## src/rtl/idx_ea_pkg.sv

```systemverilog
`timescale 1ns/1ps
package idx_ea_pkg;
  typedef enum logic [2:0] {
    AM_K5     = 3'd0,
    AM_K9     = 3'd1,
    AM_K16    = 3'd2,
    AM_ACC    = 3'd3,
    AM_PRE    = 3'd4,
    AM_POST   = 3'd5,
    AM_IND_K  = 3'd6,
    AM_IND_D  = 3'd7
  } am_e;

  typedef enum logic [1:0] {
    BR_X  = 2'd0,
    BR_Y  = 2'd1,
    BR_SP = 2'd2,
    BR_PC = 2'd3
  } br_e;

  typedef enum logic {
    ST_IDLE = 1'b0,
    ST_WAIT = 1'b1
  } st_e;
endpackage

```

## src/rtl/idx_base_mux.sv

```systemverilog
`timescale 1ns/1ps
module idx_base_mux
  import idx_ea_pkg::*;
#(
  parameter int AW = 16
) (
  input  logic [1:0]    sel,
  input  logic [AW-1:0] x,
  input  logic [AW-1:0] y,
  input  logic [AW-1:0] sp,
  input  logic [AW-1:0] pc,
  output logic [AW-1:0] base
);
  always_comb begin
    unique case (br_e'(sel))
      BR_X:    base = x;
      BR_Y:    base = y;
      BR_SP:   base = sp;
      default: base = pc;
    endcase
  end
endmodule

```

## src/rtl/idx_offset_gen.sv

```systemverilog
`timescale 1ns/1ps
module idx_offset_gen
  import idx_ea_pkg::*;
#(
  parameter int AW   = 16,
  parameter int ACCW = 8,
  parameter int SW   = 3,
  parameter int K5W  = 5,
  parameter int K9W  = 9
) (
  input  logic [2:0]      mode,
  input  logic [AW-1:0]   offset,
  input  logic [1:0]      acc_sel,
  input  logic [ACCW-1:0] a,
  input  logic [ACCW-1:0] b,
  input  logic [AW-1:0]   d,
  input  logic            step_dn,
  input  logic [SW-1:0]   step_mag,
  output logic [AW-1:0]   off_val,
  output logic            is_mod,
  output logic            is_post,
  output logic            is_ind
);
  localparam logic [AW-1:0] ONE = {{(AW-1){1'b0}}, 1'b1};

  logic [AW-1:0] k5_ext, k9_ext, acc_ext, mag_ext, delta;

  assign k5_ext  = {{(AW-K5W){offset[K5W-1]}}, offset[K5W-1:0]};
  assign k9_ext  = {{(AW-K9W){offset[K9W-1]}}, offset[K9W-1:0]};
  assign mag_ext = {{(AW-SW){1'b0}}, step_mag} + ONE;
  assign delta   = step_dn ? (~mag_ext + ONE) : mag_ext;

  always_comb begin
    unique case (acc_sel)
      2'd0:    acc_ext = {{(AW-ACCW){1'b0}}, a};
      2'd1:    acc_ext = {{(AW-ACCW){1'b0}}, b};
      default: acc_ext = d;
    endcase
  end

  always_comb begin
    is_mod  = 1'b0;
    is_post = 1'b0;
    is_ind  = 1'b0;
    unique case (am_e'(mode))
      AM_K5:    off_val = k5_ext;
      AM_K9:    off_val = k9_ext;
      AM_K16:   off_val = offset;
      AM_ACC:   off_val = acc_ext;
      AM_PRE:   begin off_val = delta; is_mod = 1'b1; end
      AM_POST:  begin off_val = delta; is_mod = 1'b1; is_post = 1'b1; end
      AM_IND_K: begin off_val = offset; is_ind = 1'b1; end
      default:  begin off_val = d; is_ind = 1'b1; end
    endcase
  end

  always_comb begin
    if (is_mod) begin
      AST_STEP_NONZERO: assert (delta != '0);
    end
  end
endmodule

```

## src/rtl/idx_ea_gen.sv

```systemverilog
`timescale 1ns/1ps
module idx_ea_gen
  import idx_ea_pkg::*;
#(
  parameter int AW   = 16,
  parameter int ACCW = 8,
  parameter int SW   = 3
) (
  input  logic            clk,
  input  logic            rst,
  input  logic            req_valid,
  input  logic [2:0]      mode,
  input  logic [1:0]      base_sel,
  input  logic [AW-1:0]   offset,
  input  logic [1:0]      acc_sel,
  input  logic            step_dn,
  input  logic [SW-1:0]   step_mag,
  input  logic [AW-1:0]   reg_x,
  input  logic [AW-1:0]   reg_y,
  input  logic [AW-1:0]   reg_sp,
  input  logic [AW-1:0]   reg_pc,
  input  logic [ACCW-1:0] reg_a,
  input  logic [ACCW-1:0] reg_b,
  input  logic [AW-1:0]   reg_d,
  input  logic            ptr_valid,
  input  logic [AW-1:0]   ptr_data,
  output logic            ea_valid,
  output logic [AW-1:0]   ea,
  output logic            ind_req,
  output logic [AW-1:0]   ind_addr,
  output logic            wb_valid,
  output logic [1:0]      wb_sel,
  output logic [AW-1:0]   wb_value,
  output logic            req_err,
  output logic            busy
);
  logic [AW-1:0] base, off_val, sum, ea_next;
  logic          is_mod, is_post, is_ind, pc_mod;
  st_e           state;

  idx_base_mux #(.AW(AW)) u_base (
    .sel (base_sel),
    .x   (reg_x),
    .y   (reg_y),
    .sp  (reg_sp),
    .pc  (reg_pc),
    .base(base)
  );

  idx_offset_gen #(.AW(AW), .ACCW(ACCW), .SW(SW)) u_off (
    .mode    (mode),
    .offset  (offset),
    .acc_sel (acc_sel),
    .a       (reg_a),
    .b       (reg_b),
    .d       (reg_d),
    .step_dn (step_dn),
    .step_mag(step_mag),
    .off_val (off_val),
    .is_mod  (is_mod),
    .is_post (is_post),
    .is_ind  (is_ind)
  );

  assign sum     = base + off_val;
  assign ea_next = is_post ? base : sum;
  assign pc_mod  = is_mod && (br_e'(base_sel) == BR_PC);
  assign busy    = (state == ST_WAIT);

  always_ff @(posedge clk) begin
    if (rst) begin
      state    <= ST_IDLE;
      ea_valid <= 1'b0;
      ea       <= '0;
      ind_req  <= 1'b0;
      ind_addr <= '0;
      wb_valid <= 1'b0;
      wb_sel   <= '0;
      wb_value <= '0;
      req_err  <= 1'b0;
    end else begin
      ea_valid <= 1'b0;
      ind_req  <= 1'b0;
      wb_valid <= 1'b0;
      req_err  <= 1'b0;
      if (state == ST_WAIT) begin
        if (ptr_valid) begin
          ea       <= ptr_data;
          ea_valid <= 1'b1;
          state    <= ST_IDLE;
        end
      end else if (req_valid) begin
        if (pc_mod) begin
          req_err <= 1'b1;
        end else if (is_ind) begin
          ind_req  <= 1'b1;
          ind_addr <= sum;
          state    <= ST_WAIT;
        end else begin
          ea       <= ea_next;
          ea_valid <= 1'b1;
          if (is_mod) begin
            wb_valid <= 1'b1;
            wb_sel   <= base_sel;
            wb_value <= sum;
          end
        end
      end
    end
  end

  AST_ONE_RESULT: assert property (@(posedge clk) disable iff (rst)
    $onehot0({ea_valid, ind_req, req_err}));
  AST_IND_PULSE: assert property (@(posedge clk) disable iff (rst)
    ind_req |=> !ind_req);
  AST_IND_BUSY: assert property (@(posedge clk) disable iff (rst)
    ind_req |-> busy);
  AST_WB_WITH_EA: assert property (@(posedge clk) disable iff (rst)
    wb_valid |-> ea_valid);
  AST_NO_PC_WB: assert property (@(posedge clk) disable iff (rst)
    wb_valid |-> (wb_sel != 2'd3));
  AST_PTR_RELEASE: assert property (@(posedge clk) disable iff (rst)
    (busy && ptr_valid) |=> (ea_valid && !busy && ea == $past(ptr_data)));
  AST_IDLE_REQ_QUIET: assert property (@(posedge clk) disable iff (rst)
    (busy && !ptr_valid) |=> !ea_valid && !ind_req && !req_err);
endmodule

```

## config.mk

```make
export PLATFORM = sky130hd
export DESIGN_NAME = idx_ea_gen
export DESIGN_NICKNAME = d
export VERILOG_FILES = /design/src/rtl/idx_ea_pkg.sv /design/src/rtl/idx_base_mux.sv /design/src/rtl/idx_offset_gen.sv /design/src/rtl/idx_ea_gen.sv
export SDC_FILE = /design/constraint.sdc
export NUM_CORES = 1
export LEC_CHECK = 0
export CAP_MARGIN = 20
export CORE_UTILIZATION = 55
export CTS_CLUSTER_DIAMETER = 60
export DETAILED_ROUTE_END_ITERATION = 16
export DONT_BUFFER_PORTS = 1
export PLACE_DENSITY = 0.7
export SLEW_MARGIN = 20
export SYNTH_ARGS = -nofsm -noshare
export SYNTH_HDL_FRONTEND = slang
export SYNTH_SLANG_ARGS = --single-unit
```

## constraint.sdc

```tcl
create_clock -name clk -period 9.1 [get_ports clk]
set_input_delay 0.91 -clock clk [delete_from_list [all_inputs] [get_ports clk]]
set_output_delay 0.91 -clock clk [all_outputs]
set_load 0.03 [all_outputs]
```

; After elaboration in Yosys (flattened, before gate mapping)
; Cells that the tools add are included.
[op_classes]
bitwise = 5
n_reduce_logical = 15
mux = 24
n_eq_ne = 12
n_addsub = 3
[op_table]
columns = operator, n
row1 = $mux 16, 7
row2 = $pmux 16 s5, 1
row3 = $pmux 16 s3, 1
row4 = $pmux 16 s2, 1
row5 = $add 16x1->16 const B, 1
row6 = $add 16x16->16, 1
row7 = $not 16->16, 1
row8 = $mux 1, 14
row9 = $eq 3x3->1 const B, 3
row10 = $reduce_and 4->1, 2
row11 = $eq 3x2->1 const B, 2
row12 = $reduce_or 2->1, 3
row13 = $reduce_or 6->1, 1
row14 = $reduce_and 5->1, 1
row15 = $reduce_or 5->1, 1
row16 = $add 3x1->4 const B, 1
row17 = $eq 2x1->1 const B, 2
row18 = $eq 2x2->1 const B, 2
row19 = $logic_not 2->1, 2
row20 = $not 1->1, 4
row21 = $reduce_bool 2->1, 2
row22 = $eq 3x1->1 const B, 1
row23 = $logic_not 3->1, 1
row24 = $reduce_or 3->1, 1
row25 = other kinds (3), 3
[word_totals]
elab_cells = 68
output_inout_bits = 55
ff_bits = 55
in_bits = 143

; Longest topological paths before layout
; Gate-level depths: netlist of run 1.
[logic_depth]
ltp_word = 11
mapped_depth = 16
mapped_depth_nobuf = 16

; Modules after synthesis
; A second synthesis of run 1 with hierarchy kept.
[hier_totals]
cells_unflattened = 581
area_unflattened_um2 = 4615.7
[by_module_without_submodules]
columns = mod, n_inst, cells_each, seq_area_each_um2, area_per_inst_um2
row1 = idx_ea_gen, 1, 418, 1101.1, 3354.5
row2 = idx_offset_gen, 1, 143, 0.0, 837.1
row3 = idx_base_mux, 1, 20, 0.0, 424.2

; Worst setup path after synthesis of run 1
; No wires, ideal clock.
[synth_timing]
path_kind = input to register
start = input acc_sel[0]
end = register ea[12]
arrival_time_ns = 3.701
n_path_buf = 1
required_ns = 8.966
setup_slack_ns = 5.265
cell_stages = 13
setup_ns = 0.134
cell_sequence = clkbuf_1 > mux2_2 > mux2_2 > o221ai_1 > o21ai_0 > o21a_1 > ha_1 > o211a_1 > o31a_1 > o21a_1 > or4_1 > a21oi_1 > o41ai_1
[synth_via]
elab_chain_cells = 9
word_cells_on_any_way = 10
classes_between = add/sub (1) / eq/ne (1) / mux (7) / reduce/logical (1)
[synth_rtl]
columns = element, line_no
row1 = from (decl), idx_ea_gen.sv:15  ; input logic [1:0] acc_sel,
row2 = $eq 2x1->1 or $logic_not 2->1 (tied branches), idx_offset_gen.sv:34  ; unique case (acc_sel)
row3 = $pmux 16 s2 (*), idx_offset_gen.sv:34
row4 = $pmux 16 s5 (*), idx_offset_gen.sv:45  ; unique case (am_e'(mode))
row5 = $add 16x16->16 (*), idx_ea_gen.sv:65  ; assign sum = base + off_val;
row6 = $mux 16 (*), idx_ea_gen.sv:66  ; assign ea_next = is_post ? base : sum;
row7 = $mux 16 (*), idx_ea_gen.sv:95  ; end else if (is_ind) begin
row8 = $mux 16 (*), idx_ea_gen.sv:93  ; if (pc_mod) begin
row9 = $mux 16 (*), idx_ea_gen.sv:92  ; end else if (req_valid) begin
row10 = $mux 16 (*), idx_ea_gen.sv:86  ; if (state == ST_WAIT) begin
row11 = to (signal assigned), idx_ea_gen.sv:88  ; ea <= ptr_data;
row12 = to (signal assigned), idx_ea_gen.sv:100  ; ea <= ea_next;
row13 = to (decl), idx_ea_gen.sv:28  ; output logic [AW-1:0] ea,
; Mark *: on every way between the ends. The rest lies on a longest branch, timed or not. The select of a mux whose other input is x is not followed.
; A chain may end at the register's enable or synchronous reset.

; Worst setup path in the final report of run 1
[layout_timing]
start = input step_mag[0]
end = register ind_addr[15]
[layout_via]
elab_chain_cells = 6
[layout_rtl]
columns = element, line_no
row1 = from (decl), idx_ea_gen.sv:17  ; input logic [SW-1:0] step_mag,
row2 = $add 3x1->4 (*), idx_offset_gen.sv:30  ; assign mag_ext = {{(AW-SW){1'b0}}, step_mag} + ONE;
row3 = $not 16->16, idx_offset_gen.sv:31  ; assign delta = step_dn ? (~mag_ext + ONE) : mag_ext;
row4 = $add 16x1->16, idx_offset_gen.sv:31
row5 = $mux 16 (*), idx_offset_gen.sv:31
row6 = $pmux 16 s5 (*), idx_offset_gen.sv:45
row7 = $add 16x16->16 (*), idx_ea_gen.sv:65
row8 = to (signal assigned), idx_ea_gen.sv:97  ; ind_addr <= sum;
row9 = to (decl), idx_ea_gen.sv:30  ; output logic [AW-1:0] ind_addr,
; Mark *: on every way between the ends. The rest lies on a longest branch, timed or not.

==> flow_metrics.tcl, run 1 <==
set metrics [dict create \
    status "complete, no violations" \
    drt-vias-per-instance 6.77 \
    synth_top_cell_by_area "dfxtp_1" \
    finalMaxSlewViolations 0 \
    cp_data_required_time_ns 9.36 \
    synth_edf_count 0 \
    use_met3 0.0704 \
    crit_end "ind_addr[15]" \
    coreArea_um2 7690 \
    fin_setup_tns_ns 0 \
    reg2reg_from "busy" \
    nets 679 \
    start_util 0.568 \
    num_rows 32 \
    vias 4206 \
    overflow 0 \
    min_period_ns 3.83 \
    slowest_stage "a2111oi_4" \
    grt_max_degree 71 \
    drt_iter0_markers 240 \
    crit_top_cell "ha_1" \
    dpl_cell_area_um2 4350 \
    ir_drop_mv 0.0909 \
    cts_tree "done" \
    rsz0062_at_grt "no" \
    cts_root_buffer "clkbuf_8" \
    path_max_fanout 6 \
    cp_num_cells 15 \
    drt-total-wl_um 13000 \
    wl_per_cell_um 20.9 \
    critical-path-max-stage-delay_ns 0.54 \
    final_cell_mix "80 x nand2_1, 58 x a21oi_1, 55 x dfxtp_1" \
    dp_cells 613 \
    synthFlopType "dfxtp_1" \
    yosysSeqAreaShare 0.252 \
    path_buf_inv 0 \
    drtAntennaViolNets 0 \
    r2r_end "ind_addr[12]" \
    synth_seq_cells 55 \
    power_density_nw_per_um2 162 \
    yosysUniqueCellTypes 68 \
    relSlewSlack 0.361 \
    async_reset_ff_frac 0 \
    grt_use_total 0.311 \
    cts_setup_buffers 0 \
    p_leak_nw 1.66 \
    port_buffers 0 \
    critPathLaunchType "primary input" \
    place.gp.congestion 0.958 \
    numCtsBuffers 5 \
    drtPass1Iterations 4 \
    diodes 0 \
    synthesis.area_um2 4360 \
    cp_cell_sequence "ha_1, xor2_1, nor3_1, ha_1, nand2_1, o211ai_1, o21ai_0, o21ai_0, o21a_1, ha_1, nand4_2, a2111oi_4, o211ai_2, a2111o_1, nand3_1" \
    cp_top_family "compound AO/OA/AOI/OAI gates" \
    ys_warn_count 0 \
    arrival_ns 4.09 \
    grt_pass1_vias 4121 \
    post-route-period-util 0.421 \
    drive_above_1_share 0.0867 \
    synthDominantCellAreaShare 0.252 \
    final_core_util 0.578 \
    syn_nets 709 \
    grt_pass1_wl_um 20600 \
    pre_cts_ws_ns 5.06 \
    path_class "primary input to flop" \
    htreeDepth 2 \
    clk_latency_ns 0.31 \
    dp_hpwl_um 9990 \
    synth.avg_cell_area_um2 7.96 \
    hold_class "flop to flop" \
    setup_slack_ns 5.27 \
    tightest_slew_ns 0.956 \
    final_area_um2 4440 \
    cts.clk_slew.worst_paths_ns 0.10 \
    cp-startpoint "step_mag[0]" \
    reg2reg_slack_ns 6.68 \
    areaGrowthSynthToFinish_pct 1.86 \
    use_met1 0.369 \
    grtUsageMet2 0.546 \
    grt-busiest-layer "met2" \
    finalPower_mw 0.719 \
    max-cap-violations 0 \
    die_w_um 91.1 \
    cts.sinks 55 \
    final_common_cell "nand2_1" \
    synthCells 548 \
    drc 0 \
    r2r_cells 5 \
    layout.cells.non_filler 621 \
    synth_area_leaders "dfxtp_1 25%, mux4_2 8.3%, nand2_1 6.9%, a21oi_1 6.8%, ha_1 4.9%" \
    cts_resized 0 \
    cts_buffer_depth 2 \
    hold_ws_ns 0.601 \
    antenna_found_initial 0 \
    hold_buffers 0 \
    die_y_um 91.1 \
    clock.fmax_ghz 0.261 \
    io_pins 198 \
    finalHoldViolations 0 \
    endpoint_kind "flop" \
    fin_skew_ns 0.00602 \
    finalSetupViolCount 0 \
    die_area_um2 8290 \
]
## state kept, by name, summed over array words and instances (netlist names)
signal / flops
ea: 16
ind_addr: 16
wb_value: 16
wb_sel: 2
busy: 1
ea_valid: 1
ind_req: 1
req_err: 1
wb_valid: 1
## worst reg2reg max path: cells and delay by family (launching register included)
kind                   cells  cell delay, ns
AOI/OAI and AO/OA          1            0.16
buffers and inverters      1            0.26
DFF                        1            0.31
and+or+nand+nor            3            1.64
## kinds of logic (layout without fill, tap and decap cells)
kind of cell               count (synthesis)  after routing  share of synthesized area
buffers and inverters                     51             22                     0.0488
xor gates and xnor gates                  10             10                     0.0201
adders and majority gates                 18             18                     0.0533
muxes                                     29             29                      0.114
and+or+nand+nor                          205            205                      0.228
DFF                                       55             55                      0.252
AOI/OAI and AO/OA                        180            180                      0.283
## cell type report
class                           instances  area, um^2
Fill cell                             761        3240
Multi-Input combinational cell        442        3060
Sequential cell                        55        1100
Tap cell                              102         128
Clock buffer                            5        68.8
Inverter                               11        41.3
Clock inverter                          3        22.5
Timing Repair Buffer                    3        22.5
## power breakdown
| group | internal [mW] | switching, mW | leakage [nW] |
|---|---|---|---|
| registers | 0.260 | 0.0519 | 0.448 |
| clock network | 0.0554 | 0.0853 | 0.0485 |
| logic | 0.109 | 0.156 | 1.16 |
| total | 0.425 | 0.294 | 1.66 |
## cell usage after synthesis (6+ instances only)
cell	n
ha_1	17
and2_1	7
o31ai_1	6
mux4_2	16
nand3b_1	14
nand3_1	19
o21a_1	7
inv_1	10
xnor2_1	7
o21ai_0	23
a211oi_1	10
clkbuf_1	24
dfxtp_1	55
a31oi_1	6
mux2i_1	8
o41ai_1	6
nand2_1	80
nor2b_1	10
a221o_1	9
nand2b_1	7
buf_2	9
a21o_1	13
a21oi_1	59
nor2_1	32
nor3_1	13
## per-layer routing
metal	wire length, um	share of wire
met5	0	0
met3	1040	0.080
met1	5200	0.40
met2	6370	0.49
met4	385	0.030
## how the worst min path moves through the flow
stage | from | endpoint | slack (ns) | depth (start not counted)
floorplan | ea[0] | ea[0] | 0.58 | 2
global placement | ind_addr[14] | ind_addr[14] | 0.59 | 2
detailed placement | ind_addr[14] | ind_addr[14] | 0.59 | 2
CTS | ind_addr[14] | ind_addr[14] | 0.60 | 2
global route | wb_value[7] | wb_value[7] | 0.63 | 2
finish | ind_addr[14] | ind_addr[14] | 0.60 | 2
(Power assumes the default switching activity.)
==> inputs of run 2 (changes only) <==
PLACE_DENSITY = 0.73   (was 0.7)
clock period = 3.3 ns   (was 9.1 ns; I/O delays follow)
==> run 2 against run 1 <==
  * Via count is 5.3% higher
  * Clock-buffer cell count stayed put
  * Setup slack worse by 5.0 ns
  * Non-clock buffer count is 29 higher
  * Sequential share of layout area is 1.3 points lower
  * Die area stayed put
  * Clock skew is 0.0011 ns higher
  * First-iteration DRC count is 35% higher
  * Hold slack worse by 0.52 ns
  * Critical path type unchanged
  * Critical endpoint is now ea[12]
  * Largest cell class unchanged
  * Highest routed layer unchanged
==> flow_metrics.tcl, run 2 (synthesis gave the netlist of run 1 again) <==
set metrics [dict create \
    status "complete, no violations" \
    ir_drop_mv 0.265 \
    rsz0062_at_grt "yes" \
    io_pins 198 \
    largestRegisters "ea x16, ind_addr x16, wb_value x16" \
    reg2reg_slack_ns 1.21 \
    grt_max_degree 71 \
    dpl_cell_area_um2 4550 \
    finalPower_mw 2.15 \
    hold_buffers 0 \
    max-cap-violations 0 \
    reg2reg_from "busy" \
    die_w_um 91.1 \
    relSlewSlack 0.454 \
    grt_use_total 0.328 \
    post-route-period-util 0.931 \
    fill_cells 724 \
    slowest_stage "or4_1" \
    crit_end "ea[12]" \
    place.gp.congestion 0.948 \
    crit_top_cell "ha_1" \
    num_rows 32 \
    port_buffers 0 \
    finalHoldViolations 0 \
    wl_per_cell_um 21.4 \
    coreArea_um2 7690 \
    pre_cts_ws_ns -0.131 \
    path_max_fanout 6 \
    finalMaxSlewViolations 0 \
    nets 708 \
    drt-vias-per-instance 6.81 \
    areaGrowthSynthToFinish_pct 7.34 \
    die_area_um2 8290 \
    clk_latency_ns 0.32 \
    clock.fmax_ghz 0.326 \
    cts_root_buffer "clkbuf_8" \
    layout.cells.non_filler 650 \
    r2r_cells 6 \
    hold_class "primary input to flop" \
    cts.clk_slew.worst_paths_ns 0.11 \
    cp_data_required_time_ns 3.49 \
    multi_input_area_um2 3080 \
    cp_cell_sequence "ha_1, xor2_1, nor3_2, ha_1, nand2b_1, a21oi_2, o221ai_2, o21bai_1, a22oi_1, ha_1, and2_1, and4_1, o21a_1, or4_1, a21oi_2, o41ai_1" \
    final_common_cell "nand2_1" \
    numCtsBuffers 5 \
    drc 0 \
    finalSetupViolCount 0 \
    die_y_um 91.1 \
    final_cell_mix "80 x nand2_1, 56 x a21oi_1, 55 x dfxtp_1" \
    final_core_util 0.609 \
    grt_pass1_vias 4248 \
    grt_pass1_wl_um 21500 \
    critical-path-max-stage-delay_ns 0.43 \
    cp-startpoint "step_mag[0]" \
    arrival_ns 3.26 \
    diodes 0 \
    cts.sinks 55 \
    regArea_um2 1100 \
    dp_cells 641 \
    drtAntennaViolNets 0 \
    min_period_ns 3.07 \
    drive_above_1_share 0.144 \
    p_leak_nw 1.80 \
    cts_tree "done" \
    antenna_found_initial 0 \
    critPathLaunchType "primary input" \
    cts_buffer_depth 2 \
    fin_skew_ns 0.00713 \
    drtPass1Iterations 5 \
    overflow 0 \
    vias 4428 \
    power_density_nw_per_um2 459 \
    dp_hpwl_um 10900 \
    drt-total-wl_um 13900 \
    start_util 0.568 \
    setup_slack_ns 0.229 \
    final_area_um2 4680 \
    endpoint_kind "flop" \
    r2r_end "ea[15]" \
    path_class "primary input to flop" \
    htreeDepth 2 \
    tightest_slew_ns 0.815 \
    drt_iter0_markers 325 \
]
## run 2: cell count changes in the layout (fill, tap and decap cells not counted), sizes merged
cell / change
buf: +29
## run 2: routing by layer
metal	GRT usage	wire, um	part of all wire	vias to the layer above
met3	0.0787	1280	0.092	31
met5	0	0	0	-
met1	0.408	5650	0.41	2107
met4	0.0939	289	0.021	0
li1	-	-	-	2045
met2	0.565	6660	0.48	245
## run 2: timing repair
action	CTS	global route
resized for setup	0	6
hold endpoints to repair	0	0
endpoints found under the setup margin	0	13
buffers inserted	0	1
## run 2: layout make-up
class,count,share of cell area
Multi-Input combinational cell,442,0.657
Sequential cell,55,0.235
Timing Repair Buffer,32,0.0513
Tap cell,102,0.0273
Clock buffer,5,0.0147
Inverter,11,0.00882
Clock inverter,3,0.00614
## run 2: report_power, final
group          leakage, nW  switching (mW)  internal, mW
clock               0.0502           0.247         0.158
sequential           0.448           0.143         0.718
combinational         1.30           0.483         0.398
total                 1.80           0.873          1.27
## run 2: critical path, delay by kind of cell
family / cells / cell delay [ns]
AND/OR/NAND/NOR: 5 / 1.03
XOR/XNOR: 1 / 0.19
AO/OA/AOI/OAI: 7 / 1.00
adder cells (fa/ha/maj): 3 / 0.70
## run 2: worst min-delay path by stage
| stage | cells past startpoint | endpoint | slack [ns] | start |
|---|---|---|---|---|
| floorplan | 2 | busy | 0.51 | ptr_valid |
| global placement | 1 | ind_addr[10] | 0.40 | rst |
| detailed placement | 1 | ea[14] | 0.41 | rst |
| CTS | 1 | ind_addr[8] | 0.07 | rst |
| global route | 1 | ind_addr[8] | 0.05 | rst |
| finish | 1 | ind_addr[12] | 0.08 | rst |
## run 2: per-stage QoR
stage          hold slack (ns)  TNS (ns)
5_1_grt                 0.0510   -0.0438
2_1_floorplan            0.512         0
3_3_place_gp             0.405    -0.624
6_report                0.0780         0
3_5_place_dp             0.408     -1.25
4_1_cts                 0.0664         0
